**config.mk**
```make
export PLATFORM = sky130hd
export DESIGN_NAME = gfinv_top
export DESIGN_NICKNAME = d
export VERILOG_FILES = /design/src/rtl/gfinv_pkg.sv /design/src/rtl/gfinv_msb.sv /design/src/rtl/gfinv_halve.sv /design/src/rtl/gfinv_fsm.sv /design/src/rtl/gfinv_top.sv
export SDC_FILE = /design/constraint.sdc
export NUM_CORES = 1
export LEC_CHECK = 0
export CAP_MARGIN = 5
export CORE_MARGIN = 5
export CORE_UTILIZATION = 45
export CTS_CLUSTER_SIZE = 24
export DETAILED_ROUTE_END_ITERATION = 8
export GPL_ROUTABILITY_DRIVEN = 0
export PLACE_DENSITY = 0.65
export SYNTH_ARGS = -nofsm -noshare
export SYNTH_HDL_FRONTEND = slang
export SYNTH_SLANG_ARGS = --single-unit
```
**constraint.sdc**
```tcl
create_clock -name clk -period 3.36 [get_ports clk]
set_input_delay 0.336 -clock clk [delete_from_list [all_inputs] [get_ports clk]]
set_output_delay 0.336 -clock clk [all_outputs]
set_load 0.05 [all_outputs]
```
**src/rtl/gfinv_pkg.sv**
```systemverilog
package gfinv_pkg;

    // Controller states
    typedef enum logic [0:0] {
        ST_IDLE = 1'b0,
        ST_RUN  = 1'b1
    } gfinv_state_e;

    // Datapath operation selected by the controller for the current cycle
    typedef enum logic [2:0] {
        OP_NONE   = 3'd0,
        OP_LOAD   = 3'd1,
        OP_SHIFT  = 3'd2,
        OP_MERGE  = 3'd3,
        OP_FINISH = 3'd4,
        OP_FAIL   = 3'd5
    } gfinv_op_e;

endpackage

```
**src/rtl/gfinv_msb.sv**
```systemverilog
// Index of the highest set bit of a polynomial vector (0 for an all-zero vector).
module gfinv_msb #(
    parameter int W  = 9,
    parameter int IW = $clog2(W)
) (
    input  logic [W-1:0]  vec,
    output logic [IW-1:0] idx
);
    always_comb begin
        idx = '0;
        for (int i = 0; i < W; i++) begin
            if (vec[i]) idx = IW'(i);
        end
    end
endmodule

```
**src/rtl/gfinv_halve.sv**
```systemverilog
// Divide a cofactor by x modulo f: add f first when the constant term is 1.
module gfinv_halve #(
    parameter int W = 9
) (
    input  logic [W-1:0] bin,
    input  logic [W-1:0] fpoly,
    output logic [W-1:0] bout
);
    logic [W-1:0] even_val;

    always_comb begin
        even_val = bin[0] ? (bin ^ fpoly) : bin;
        bout     = even_val >> 1;
    end
endmodule

```
**src/rtl/gfinv_fsm.sv**
```systemverilog
// Sequencing of the inversion loop: one operation per cycle.
module gfinv_fsm
    import gfinv_pkg::*;
(
    input  logic         clk,
    input  logic         rst_n,
    input  logic         start,
    input  logic         a_zero,
    input  logic         u_unit,
    input  logic         u_even,
    input  logic         guard_hit,
    output gfinv_state_e state,
    output gfinv_op_e    op
);
    gfinv_state_e nxt;

    // State register
    always_ff @(posedge clk or negedge rst_n) begin
        if (!rst_n) state <= ST_IDLE;
        else        state <= nxt;
    end

    // Transition and operation decode
    always_comb begin
        nxt = state;
        op  = OP_NONE;
        unique case (state)
            ST_IDLE: begin
                if (start) begin
                    if (a_zero) begin
                        op = OP_FAIL;          // IDLE -> IDLE, zero operand
                    end else begin
                        op  = OP_LOAD;         // IDLE -> RUN
                        nxt = ST_RUN;
                    end
                end
            end
            ST_RUN: begin
                if (u_unit) begin
                    op  = OP_FINISH;           // RUN -> IDLE, success
                    nxt = ST_IDLE;
                end else if (guard_hit) begin
                    op  = OP_FAIL;             // RUN -> IDLE, budget spent
                    nxt = ST_IDLE;
                end else if (u_even) begin
                    op = OP_SHIFT;             // RUN -> RUN, halve
                end else begin
                    op = OP_MERGE;             // RUN -> RUN, compare/swap/add
                end
            end
            default: nxt = ST_IDLE;
        endcase
    end
endmodule

```
**src/rtl/gfinv_top.sv**
```systemverilog
// GF(2^m) inverter top: polynomial registers, degree compare and output stage.
module gfinv_top
    import gfinv_pkg::*;
#(
    parameter int M = 8
) (
    input  logic         clk,
    input  logic         rst_n,
    input  logic         start,
    input  logic [M-1:0] op_a,
    input  logic [M:0]   modulus,
    output logic [M-1:0] inv,
    output logic         done,
    output logic         err
);
    localparam int W     = M + 1;
    localparam int IW    = $clog2(W);
    localparam int LIMIT = 4 * M;
    localparam int CW    = $clog2(LIMIT + 1);

    gfinv_state_e state;
    gfinv_op_e    op;

    logic [W-1:0]  u_q, v_q, b_q, c_q, f_q;
    logic [CW-1:0] cnt_q;
    logic [M-1:0]  inv_q;
    logic          done_q, err_q;

    logic [W-1:0]  b_half;
    logic          u_unit, u_even, a_zero, guard_hit, swap;

    // Degree units for u (slot 0) and v (slot 1)
    logic [1:0][W-1:0]  deg_in;
    logic [1:0][IW-1:0] deg_out;

    assign deg_in[0] = u_q;
    assign deg_in[1] = v_q;

    for (genvar g = 0; g < 2; g++) begin : g_deg
        gfinv_msb #(.W(W), .IW(IW)) u_msb (
            .vec (deg_in[g]),
            .idx (deg_out[g])
        );
    end

    gfinv_halve #(.W(W)) u_halve (
        .bin   (b_q),
        .fpoly (f_q),
        .bout  (b_half)
    );

    assign u_unit    = (u_q == W'(1));
    assign u_even    = ~u_q[0];
    assign a_zero    = (op_a == '0);
    assign guard_hit = (cnt_q == CW'(LIMIT));
    assign swap      = (deg_out[0] < deg_out[1]);

    gfinv_fsm u_fsm (
        .clk       (clk),
        .rst_n     (rst_n),
        .start     (start),
        .a_zero    (a_zero),
        .u_unit    (u_unit),
        .u_even    (u_even),
        .guard_hit (guard_hit),
        .state     (state),
        .op        (op)
    );

    // Polynomial registers and step counter
    always_ff @(posedge clk or negedge rst_n) begin
        if (!rst_n) begin
            u_q   <= '0;
            v_q   <= '0;
            b_q   <= '0;
            c_q   <= '0;
            f_q   <= '0;
            cnt_q <= '0;
        end else begin
            unique case (op)
                OP_LOAD: begin
                    u_q   <= {1'b0, op_a};
                    v_q   <= modulus;
                    b_q   <= W'(1);
                    c_q   <= '0;
                    f_q   <= modulus;
                    cnt_q <= '0;
                end
                OP_SHIFT: begin
                    u_q   <= u_q >> 1;
                    b_q   <= b_half;
                    cnt_q <= cnt_q + 1'b1;
                end
                OP_MERGE: begin
                    u_q <= u_q ^ v_q;
                    b_q <= b_q ^ c_q;
                    if (swap) begin
                        v_q <= u_q;
                        c_q <= b_q;
                    end
                    cnt_q <= cnt_q + 1'b1;
                end
                default: ;
            endcase
        end
    end

    // Output stage
    always_ff @(posedge clk or negedge rst_n) begin
        if (!rst_n) begin
            inv_q  <= '0;
            done_q <= 1'b0;
            err_q  <= 1'b0;
        end else begin
            done_q <= 1'b0;
            if (op == OP_FINISH) begin
                inv_q  <= b_q[M-1:0];
                err_q  <= 1'b0;
                done_q <= 1'b1;
            end else if (op == OP_FAIL) begin
                inv_q  <= '0;
                err_q  <= 1'b1;
                done_q <= 1'b1;
            end
        end
    end

    assign inv  = inv_q;
    assign done = done_q;
    assign err  = err_q;

endmodule

```
==> flow_summary.ini <==
[yosys]
syn_inst = 338
synth_edf_count = 0
syn_nets = 363
yosysSeqAreaShare = 0.476
yosysWarnings = 0
synth_top_flop_cell = dfrtp_1
syn_area_um2 = 3200
async_flop_share = 1.00
yosysUniqueCellTypes = 46
ys_ff_latch = 61
avgSynthCellArea_um2 = 9.48

[route]
met3_length_um = 379
drtPass1Iterations = 4
drt-met1-wl_um = 3540
vias = 2585
top_layer = met4
wl_met2_um = 3760
wl_um = 7720
drtIter0Drc = 207
drc_errors = 0
wl_per_cell_um = 16.6
drtAntennaViolNets = 0
via_per_inst = 5.55

[finish]
final_common_cell = dfrtp_1
nFillCells = 645
multi_input_area_um2 = 1510
syn2layout_area_growth_pct = 17.6
drive_gt1_frac = 0.0838
layout_common_cells = 61 x dfrtp_1, 57 x nand2_1, 28 x clkdlybuf4s50_1
regArea_um2 = 1530
fin_nets = 390
stdcell_area_um2 = 3770
antenna_cells = 0

[clocking]
ctsHoldBuffers = 0
cts_resized = 0
cts_buffers = 9
cts_max_path_buffers = 2
cts_tree = yes
clkTransAtPathRegs_ns = 0.06
root_buffer = clkbuf_8
h-tree-depth = 3
postCtsSetupBuffers = 0
insertion_delay_ns = 0.34
clock_sinks = 61

[sta]
finalCritPeriodShare = 0.880
setup_violations = 0
drv_slew = 0
final_hold_viol_count = 0
clock_skew_ns = 0.00904
postLayoutSetupSlackWorst_ns = 0.404
slew_headroom = 0.398
worstMarginPinSlew_ns = 0.904
rsz0062_at_grt = false
period_needed_ns = 2.96
fin_hold_ws_ns = 0.0502
max_clock_freq_mhz = 338
setup-tns-final_ns = 0

[setup_path]
worstPathRequired_ns = 3.58
endpoint = v_q[5]$_DFFE_PN0P_
ff2ff_setup_slack_ns = 0.40
max_stage_delay_ns = 0.71
critPathMaxFanout = 18
slowest_stage = or3_1
r2r_cells = 8
cp-end-kind = register
cp_cell_sequence = nor4_4, nor2_1, ha_1, o211ai_1, a21o_1, o211ai_1, or3_1, o221a_1
cp-start-kind = register
worstSetupStartpoint = u_q[4]$_DFFE_PN0P_
worstSetupPathType = reg -> reg
crit_arrival_ns = 3.17
reg2reg_to = v_q[5]$_DFFE_PN0P_
timing.rr.start = u_q[4]$_DFFE_PN0P_
crit_top_cell = o211ai_1

[placement]
dp_hpwl_um = 5260
port_buffers = 29
post_dp_cell_area_um2 = 3560
place_ws_ns = 0.439

[hold_path]
hp-class = in -> async

[global_route]
grt_pass1_wl_um = 13400
antenna_found_initial = 0
track_usage = 0.193
grt_max_degree = 34
grt_remaining_overflow = 0
grt_pass1_vias = 2646

[floorplan]
io_pins = 30
rows = 30
core_area_um2 = 6870
dieArea_um2 = 8910
start_util = 0.466
fp.dieW_um = 94.4
die_h_um = 94.4

[status]
status = finished clean

[job]
maxCapViolCount = 0

[power_and_ir_drop]
power_density_nw_per_um2 = 1130
p_leak_nw = 1.70
ir_drop_uv = 622
total_power_mw = 4.27
-- per-stage QoR --
stage,util,cells
6_report,0.549,466
3_5_place_dp,0.518,450
3_3_place_gp,0.518,450
4_1_cts,0.549,466
5_1_grt,0.549,466
2_1_floorplan,-,338
-- cell type report --
| class | instances | area share |
|---|---|---|
| flip-flops and latches | 61 | 0.405 |
| multi-input cells | 239 | 0.401 |
| repair buffers | 34 | 0.0856 |
| clock buffers | 9 | 0.0329 |
| well taps | 96 | 0.0319 |
| clock inverters | 7 | 0.0239 |
| inverters | 20 | 0.0199 |
-- registers in the layout, indices dropped and copies added, names as in the netlist --
signal,flops
f_q,8
done,1
c_q,9
cnt_q,6
u_q,9
err,1
u_fsm.state,1
inv,8
v_q,9
b_q,9
-- worst max-delay path: cells and delay by family (launching register included) --
kind	cells	cell delay (ns)
AO/OA/AOI/OAI	4	0.84
adder cells (fa/ha/maj)	1	0.32
flip-flops	1	0.49
AND/OR/NAND/NOR	3	1.18
-- synthesized netlist by cell type (2+ instances only) --
cell type  count  area [µm²]
o221a_1        8        90.1
o211ai_1       2        15.0
ha_1           5        62.6
nor3b_1        2        15.0
nand3_1       10        50.1
a21oi_2        2        17.5
and3_1         4        25.0
a211oi_1       2        15.0
nand2_1       57         214
a31oi_1        3        18.8
inv_2          2        7.51
inv_1         18        67.6
nor3_1         3        15.0
dfrtp_1       61        1530
o311ai_1       6        52.6
nor2b_1        2        12.5
o21ai_0       11        55.1
mux2i_1       10         100
o21ai_1        5        25.0
o22ai_1       15        93.8
o21a_1         7        52.6
xnor2_1       14         123
nor2_1        17        63.8
nand2b_1       9        56.3
o31ai_1        2        15.0
or3_1          2        12.5
buf_2          9        45.0
a21o_1         5        37.5
a21oi_1       10        50.1
and2_1         7        43.8
clkbuf_1       5        18.8
nor4_1         2        12.5
a22o_1         8        70.1
-- report_power, final --
group | leakage [nW] | internal (mW) | switching, mW | total [mW]
Sequential | 0.747 | 1.10 | 0.430 | 1.53
Combinational | 0.848 | 0.929 | 1.10 | 2.03
Clock | 0.105 | 0.413 | 0.301 | 0.714
Total | 1.70 | 2.44 | 1.83 | 4.27
-- how the worst min path moves through the flow --
stage,slack (ns),startpoint,endpoint,depth (start not counted)
2_1_floorplan,0.04,rst_n,b_q[0]$_DFFE_PN0P_,0
3_3_place_gp,0.43,rst_n,b_q[6]$_DFFE_PN0P_,1
3_5_place_dp,0.42,rst_n,b_q[6]$_DFFE_PN0P_,1
4_1_cts,0.06,rst_n,b_q[6]$_DFFE_PN0P_,1
5_1_grt,0.10,rst_n,c_q[7]$_DFFE_PN0P_,1
6_report,0.05,rst_n,b_q[6]$_DFFE_PN0P_,1
-- cell families after synthesis --
family	count (synthesis)	synth area share
simple gates	118	0.175
xor+xnor	15	0.0410
buf+inv	38	0.0519
mux	10	0.0312
flops	61	0.476
fa+ha+maj	5	0.0195
compound gates	91	0.205
-- routing by layer --
metal | global-route usage | vias to the layer above
met5 | 0 | -
met4 | 0.0397 | 0
met3 | 0.0494 | 5
met2 | 0.311 | 64
met1 | 0.263 | 1269
li1 | - | 1247
Note: power is estimated with default switching activity, not from simulation.
